**src/rtl/dith_pkg.sv**
```systemverilog
package dith_pkg;
  localparam int PIX_W    = 12;
  localparam int LFSR_W   = 28;
  localparam int BASE_TAP = 3;
  localparam int DROP_W   = $clog2(PIX_W + 1);
  localparam int NCHAN    = 3;

  // feedback tap exponent used by a channel when per-channel polynomials are on
  function automatic int chan_tap(int idx);
    case (idx)
      0:       return 3;
      1:       return 9;
      default: return 13;
    endcase
  endfunction

  // one step of x^LFSR_W + x^tap + 1, shift toward the MSB
  function automatic logic [LFSR_W-1:0] lfsr_step(logic [LFSR_W-1:0] s, int tap);
    return {s[LFSR_W-2:0], s[LFSR_W-1] ^ s[tap-1]};
  endfunction

  // add noise, clip at all-ones, clear the dropped bits
  function automatic logic [PIX_W-1:0] sat_trunc(logic [PIX_W-1:0] pix,
                                                 logic [PIX_W-1:0] rnd,
                                                 logic [DROP_W-1:0] drop);
    logic [PIX_W:0]   sum;
    logic [PIX_W-1:0] clipped;
    logic [PIX_W-1:0] keep;
    sum     = {1'b0, pix} + {1'b0, rnd};
    clipped = sum[PIX_W] ? '1 : sum[PIX_W-1:0];
    keep    = ~PIX_W'((PIX_W'(1) << drop) - PIX_W'(1));
    return clipped & keep;
  endfunction
endpackage

```
**src/rtl/dith_chan.sv**
```systemverilog
module dith_chan
  import dith_pkg::*;
#(
  parameter int ALT_TAP = 3
) (
  input  logic              clk,
  input  logic              rst_n,
  input  logic              adv,
  input  logic              load,
  input  logic [LFSR_W-1:0] seed_val,
  input  logic              alt_poly,
  input  logic              hp_en,
  input  logic              invert,
  input  logic [DROP_W-1:0] drop,
  input  logic [PIX_W-1:0]  pix_in,
  output logic [PIX_W-1:0]  pix_out
);
  logic [LFSR_W-1:0] state_q, cur_state, next_state;
  logic [PIX_W-1:0]  prev_q, raw_rnd, prev_eff, used_rnd, inv_mask;

  always_comb begin
    cur_state  = load ? seed_val : state_q;
    next_state = lfsr_step(cur_state, alt_poly ? ALT_TAP : BASE_TAP);
    raw_rnd    = PIX_W'(cur_state >> (LFSR_W - int'(drop)));
    prev_eff   = load ? '0 : prev_q;
    inv_mask   = PIX_W'((PIX_W'(1) << drop) - PIX_W'(1));
    used_rnd   = hp_en ? (raw_rnd ^ prev_eff) : raw_rnd;
    if (invert) used_rnd = used_rnd ^ inv_mask;
    pix_out    = sat_trunc(pix_in, used_rnd, drop);
  end

  always_ff @(posedge clk) begin
    if (!rst_n) begin
      state_q <= '0;
      prev_q  <= '0;
    end else if (adv) begin
      state_q <= next_state;
      prev_q  <= raw_rnd;
    end
  end
endmodule

```
**src/rtl/pix_spatial_dither.sv**
```systemverilog
module pix_spatial_dither
  import dith_pkg::*;
#(
  parameter int NARROW_W  = 6,
  parameter int WIDE_W    = 8,
  parameter int FRAME_MAX = 15
) (
  input  logic                 clk,
  input  logic                 rst_n,
  input  logic                 cfg_en,
  input  logic [1:0]           cfg_depth,
  input  logic                 cfg_mode,
  input  logic                 cfg_chan_poly,
  input  logic                 cfg_frame_rand,
  input  logic                 cfg_highpass,
  input  logic [LFSR_W-1:0]    seed_r,
  input  logic [LFSR_W-1:0]    seed_g,
  input  logic [LFSR_W-1:0]    seed_b,
  input  logic                 in_valid,
  input  logic                 in_sof,
  input  logic                 in_eol,
  input  logic [PIX_W-1:0]     in_r,
  input  logic [PIX_W-1:0]     in_g,
  input  logic [PIX_W-1:0]     in_b,
  output logic                 out_valid,
  output logic                 out_sof,
  output logic                 out_eol,
  output logic [PIX_W-1:0]     out_r,
  output logic [PIX_W-1:0]     out_g,
  output logic [PIX_W-1:0]     out_b
);
  localparam int CNT_W = $clog2(FRAME_MAX + 1);

  // named internal events
  logic              active, sof_px, load_now, step_now;
  logic              pend_q;
  logic [CNT_W-1:0]  cnt_q, cnt_rev;
  logic [LFSR_W-1:0] frame_mix;
  logic [DROP_W-1:0] drop;
  logic [LFSR_W-1:0] seed_a  [NCHAN];
  logic [PIX_W-1:0]  pix_in_a  [NCHAN];
  logic [PIX_W-1:0]  pix_out_a [NCHAN];

  assign active   = cfg_en && (cfg_depth == 2'd0 || cfg_depth == 2'd1);
  assign sof_px   = in_valid && in_sof;
  assign load_now = active && in_valid && (pend_q || (cfg_frame_rand && in_sof));
  assign step_now = active && in_valid;
  assign drop     = (cfg_depth == 2'd0) ? DROP_W'(PIX_W - NARROW_W) : DROP_W'(PIX_W - WIDE_W);

  assign seed_a[0]   = seed_r;
  assign seed_a[1]   = seed_g;
  assign seed_a[2]   = seed_b;
  assign pix_in_a[0] = in_r;
  assign pix_in_a[1] = in_g;
  assign pix_in_a[2] = in_b;

  always_comb begin
    for (int i = 0; i < CNT_W; i++) cnt_rev[i] = cnt_q[CNT_W-1-i];
    frame_mix = LFSR_W'(cnt_rev) << (LFSR_W - CNT_W);
  end

  // seed load pending from reset or inactivity until the first active pixel
  always_ff @(posedge clk) begin
    if (!rst_n)        pend_q <= 1'b1;
    else if (!active)  pend_q <= 1'b1;
    else if (in_valid) pend_q <= 1'b0;
  end

  // frame counter, runs only while frame-random dithering is active
  always_ff @(posedge clk) begin
    if (!rst_n || !(active && cfg_frame_rand)) cnt_q <= '0;
    else if (sof_px) cnt_q <= (cnt_q == CNT_W'(FRAME_MAX)) ? '0 : cnt_q + 1'b1;
  end

  for (genvar c = 0; c < NCHAN; c++) begin : g_chan
    dith_chan #(.ALT_TAP(chan_tap(c))) u_chan (
      .clk      (clk),
      .rst_n    (rst_n),
      .adv      (step_now),
      .load     (load_now),
      .seed_val (seed_a[c] ^ frame_mix),
      .alt_poly (cfg_chan_poly),
      .hp_en    (cfg_highpass),
      .invert   (cfg_mode),
      .drop     (drop),
      .pix_in   (pix_in_a[c]),
      .pix_out  (pix_out_a[c])
    );
  end

  always_ff @(posedge clk) begin
    if (!rst_n) begin
      out_valid <= 1'b0;
      out_sof   <= 1'b0;
      out_eol   <= 1'b0;
      out_r     <= '0;
      out_g     <= '0;
      out_b     <= '0;
    end else begin
      out_valid <= in_valid;
      out_sof   <= sof_px;
      out_eol   <= in_valid && in_eol;
      if (in_valid) begin
        out_r <= active ? pix_out_a[0] : in_r;
        out_g <= active ? pix_out_a[1] : in_g;
        out_b <= active ? pix_out_a[2] : in_b;
      end
    end
  end
endmodule

```
**config.mk**
```make
export PLATFORM = sky130hd
export DESIGN_NAME = pix_spatial_dither
export DESIGN_NICKNAME = d
export VERILOG_FILES = /design/src/rtl/dith_pkg.sv /design/src/rtl/dith_chan.sv /design/src/rtl/pix_spatial_dither.sv
export SDC_FILE = /design/constraint.sdc
export NUM_CORES = 1
export LEC_CHECK = 0
export ABC_AREA = 1
export BUFFER_PORTS_ARGS = -buffer_cell sky130_fd_sc_hd__buf_2
export CAP_MARGIN = 15
export CORE_MARGIN = 4
export CORE_UTILIZATION = 57
export CTS_CLUSTER_SIZE = 40
export DETAILED_ROUTE_END_ITERATION = 10
export PLACE_DENSITY = 0.8
export RECOVER_POWER = 25
export SETUP_SLACK_MARGIN = 0.5
export SLEW_MARGIN = 20
export SYNTH_ARGS = -nofsm -noshare
export SYNTH_HDL_FRONTEND = slang
export SYNTH_HIERARCHICAL = 1
export SYNTH_SLANG_ARGS = --single-unit
```
**constraint.sdc**
```tcl
create_clock -name clk -period 6.3 [get_ports clk]
set_clock_uncertainty 0.2 [all_clocks]
set_input_delay 0.315 -clock clk [delete_from_list [all_inputs] [get_ports clk]]
set_output_delay 0.315 -clock clk [all_outputs]
set_load 0.1 [all_outputs]
```
* After elaboration in Yosys (flattened, before gate mapping)
Cells that the tools add are included.
Storage, ports and cells: register bits 164, bits of input ports 132, output and inout bits 39, logic and storage cells 88
Operators by class: add/subtract/negate cells 8, magnitude comparators 2, equal/unequal tests 2, shift operators 4, muxes and demuxes 28, bitwise operators 16, reduce and logical (&&, ||, !) cells 14
Operator list (number):
- $mux 12 | 15
- $shr 28x32->12 | 3
- $mux 28 | 3
- $xor 28x28->28 | 3
- $xor 12x12->12 | 6
- $lt 32x7->1 const B | 2
- $sub 32x2->32 const B | 2
- $add 12x12->13 | 3
- $and 12x12->12 | 3
- $mux 4 | 3
- $not 12->12 | 1
- $shl 1x3->12 const A | 1
- $sub 12x2->12 const B | 1
- $bmux 1 s5 | 2
- $logic_and 1x1->1 | 7
- $sub 5x3->6 const A | 1
- $add 4x1->4 const B | 1
- $eq 4x4->1 const B | 1
- $mux 1 | 4
- $logic_or 1x1->1 | 3
- $xor 1x1->1 | 3
- $eq 2x1->1 const B | 1
- $logic_not 1->1 | 2
- $logic_not 2->1 | 1
- other kinds (2) | 2

* Longest topological paths before layout
word-level depth 15, gate-level depth with buffers 35

* By module
The synthesis kept the hierarchy.
Modules (own cells, without submodules):
- dith_chan at g_chan[2].u_chan | instances 1, cells an instance 811, area an instance 4818.4 um2, sequential area each 800.8 um2
- dith_chan at g_chan[0].u_chan | instances 1, cells an instance 828, area an instance 4707.0 um2, sequential area each 800.8 um2
- dith_chan at g_chan[1].u_chan | instances 1, cells an instance 768, area an instance 4629.4 um2, sequential area each 800.8 um2
- pix_spatial_dither | instances 1, cells an instance 378, area an instance 2289.7 um2, sequential area each 880.8 um2

* Worst setup path before layout
Ideal clock, no wire load.
path type in2reg, from input port cfg_depth[1], to register out_g[10], library setup time 0.120 ns, arrival 4.116 ns, path slack 1.863 ns, stages 26, path buffers 2, path through nor2_1 -> inv_1 -> ha_1 -> buf_2 -> buf_1 -> nand2_1 -> nand3_1 -> nand2_1 -> o211ai_1 -> nand2_1 -> xor2_1 -> ha_1 -> inv_1 -> fa_1 -> nand3b_1 -> nand3_1 -> nand2_1 -> nand3_1 -> a31oi_1 -> xor2_1 -> o21bai_1 -> inv_1 -> nand2_1 -> nand2_1 -> nor2_1 -> nor2_1
RTL lines:
- from (decl) | RTL line pix_spatial_dither.sv:11 | input logic [1:0] cfg_depth,
- to (signal assigned) | RTL line pix_spatial_dither.sv:105 | out_g <= active ? pix_out_a[1] : in_g;
- to (decl) | RTL line pix_spatial_dither.sv:29 | output logic [PIX_W-1:0] out_g,

==> flow_summary.json <==
{
  "status": "finished with violations",
  "violations": "max-capacitance violations, max-slew violations",
  "drt_pre_antenna_iters": 8,
  "clk_pin_slew_ns": 0.07,
  "num_io_pins": 171,
  "cts-buffers-inserted": 17,
  "yosysMostFrequentCell": "nand2_1",
  "area_growth_pct": 7.37,
  "synth_common_cells": "690 x nand2_1, 624 x nand3_1, 307 x inv_1, 228 x nor2_1, 164 x dfxtp_1",
  "synth_seq_area_share": 0.200,
  "p_leak_uw": 0.00913,
  "routed_wl_um": 53000,
  "r2r_start": "pend_q$_SDFFE_PN1P_",
  "yosysWarnings": 6,
  "hold_path_class": "in -> reg",
  "wl_per_cell_um": 16.3,
  "maxCapViolCount": 1,
  "pre_cts_ws_ns": 0.898,
  "power.density_mw_per_mm2": 220,
  "cts_root_buffer": "clkbuf_16",
  "start_kind": "input port",
  "cp.required_ns": 6.42,
  "yosysTopAreaCell": "dfxtp_1",
  "rsz0062_at_grt": "no",
  "synth.cell_area_sq_mm": 0.0164,
  "cp_max_fo": 96,
  "ys_seq_elements": 164,
  "crit_buf_inv": 7,
  "insertion_delay_ns": 0.44,
  "worst_slew_pin_slew_ns": 3.11,
  "clock-sinks": 164,
  "path_class": "in -> reg",
  "port_buffers": 170,
  "gp_congestion": 0.980,
  "start_util": 0.585,
  "cp_data_arrival_time_ns": 5.30,
  "synthCells": 2785,
  "core_area_sq_mm": 0.0281,
  "fp-row-count": 61,
  "ant_nets": 0,
  "grt_max_degree": 99,
  "cp_top_family": "simple AND/OR/NAND/NOR gates",
  "utilization": 0.629,
  "layout.nets": 3051,
  "htreeDepth": 4,
  "diodes": 0,
  "synth_area_leaders": "dfxtp_1 20%, nand3_1 19%, nand2_1 16%",
  "track_usage": 0.329,
  "ir_drop_mv": 0.194,
  "fp.dieW_um": 178,
  "layout_min_cycle_time_ns": 5.19,
  "synth_cell_types": 55,
  "grt_pass1_wl_um": 85300,
  "grt_antenna_before_repair": 1,
  "cts_tree": "done",
  "chipHeight_um": 178,
  "tns_ns": 0,
  "grt_pass1_vias": 16986,
  "synth_flop_cell": "dfxtp_1",
  "syn_avg_cell_area_sq_um": 5.90,
  "initialDrtViolationCount": 1854,
  "setup_slack_ns": 1.11,
  "clock_path_buffers": 2,
  "hold_ws_ns": 0.0361,
  "dieArea_sq_mm": 0.0316,
  "grt_remaining_overflow": 0,
  "crit_path_end_kind": "flop",
  "power.total_uw": 3880,
  "slowest_delay_ns": 0.52,
  "crit_start": "cfg_frame_rand",
  "slew_headroom": -1.07,
  "synth-async-reset-ratio": 0,
  "route.detailed.drc": 0,
  "hold_start": "seed_g[3]",
  "dp_hpwl_um": 39600,
  "path_common_cell": "nand2_1",
  "via_count": 18640,
  "drive_above_1_share": 0.0972,
  "synth_top_area_share": 0.200,
  "synth_edf_count": 0,
  "final.period_utilization": 0.823,
  "slew_viol_final": 76,
  "viasPerCell": 5.74,
  "final_hold_viol_count": 0,
  "ctsResizeCount": 0,
  "crit_slowest_cell": "dlygate4sd3_1",
  "setup_viol": 0,
  "n_fill_cell": 2873,
  "max_freq_ghz": 0.193
}
## power by group
group          switching [uW]  leakage (uW)  total (uW)  internal, uW
sequential               29.4       0.00135        1120          1090
combinational            1180       0.00752        1720           535
clock                     486      0.000267        1040           549
total                    1700       0.00913        3880          2180
## final cells by class
cell class,instances,area (sq um),area share
Tap cell,378,473,0.0268
Sequential cell,164,3280,0.186
Multi-Input combinational cell,2160,11200,0.632
Clock buffer,18,429,0.0243
Inverter,327,1240,0.0702
Timing Repair Buffer,188,952,0.0539
Clock inverter,14,129,0.00730
## state kept, by name, indices dropped and copies added (netlist names)
signal	cells
pend_q	1
out_r	12
out_b	12
g_chan.u_chan/state_q	84
out_valid	1
out_g	12
out_eol	1
out_sof	1
cnt_q	4
g_chan.u_chan/prev_q	36
## cells by family (layout without fill, tap and decap cells)
logic type,after synthesis,after routing,share of synthesized area
AND/OR/NAND/NOR,1669,1669,0.455
buffers and inverters,482,547,0.128
AO/OA/AOI/OAI,325,325,0.120
flip-flops,164,164,0.200
XOR/XNOR,81,81,0.0486
adder cells (fa/ha/maj),61,61,0.0478
other,2,23,0.000457
multiplexers,1,1,0.000609
## worst reg2reg max path: cells and delay by family (launching register included)
family          cells  cell delay, ns
simple gates       18            1.98
flops               1            0.33
buf+inv             5            1.01
compound gates      6            0.95
fa+ha+maj           1            0.33
## layer usage
| metal | vias to the layer above | track usage | wire length, um |
|---|---|---|---|
| met3 | 95 | 0.0503 | 4150 |
| met4 | 2 | 0.0976 | 1480 |
| met5 | - | 0 | 11 |
| li1 | 9274 | - | - |
| met1 | 8486 | 0.456 | 23900 |
| met2 | 783 | 0.531 | 23500 |
## stage by stage
step / area [sq um] / std cells
3_3_place_gp: 17100 / 3215
4_1_cts: 17700 / 3249
2_1_floorplan: 16500 / 2806
5_1_grt: 17700 / 3249
3_5_place_dp: 17100 / 3215
6_report: 17700 / 3249
## placed cells by master, fill, tap and decap left out, types with 22 or more instances in the layout
master / synthesis / final
a21oi_1: 71 / 71
buf_2: 61 / 129
clkbuf_1: 43 / 42
conb_1: 2 / 23
dfxtp_1: 164 / 164
ha_1: 58 / 58
inv_1: 307 / 307
nand2_1: 690 / 690
nand3_1: 624 / 624
nand4_1: 22 / 22
nor2_1: 228 / 227
o211ai_1: 79 / 79
o21ai_0: 93 / 93
o21ai_1: 34 / 34
xor2_1: 59 / 59
## repair_timing
| item | CTS | global route |
|---|---|---|
| hold buffers | 2 | 0 |
| endpoints found under the hold margin | 5 | 0 |
| buffers inserted | 0 | 0 |
## final timing paths
kind | slack (ns) | cells after the start | endpoint
worst max-delay path | 1.11 | 32 | out_g[11]$_SDFFE_PN0P_
worst min-delay path | 0.04 | 5 | g_chan[1].u_chan/state_q[4]$_SDFFE_PN0P_
worst min register to register | 0.25 | 2 | pend_q$_SDFFE_PN1P_
worst max register to register | 1.37 | 30 | out_g[11]$_SDFFE_PN0P_
No activity file was read; power rests on OpenSTA's default activity.
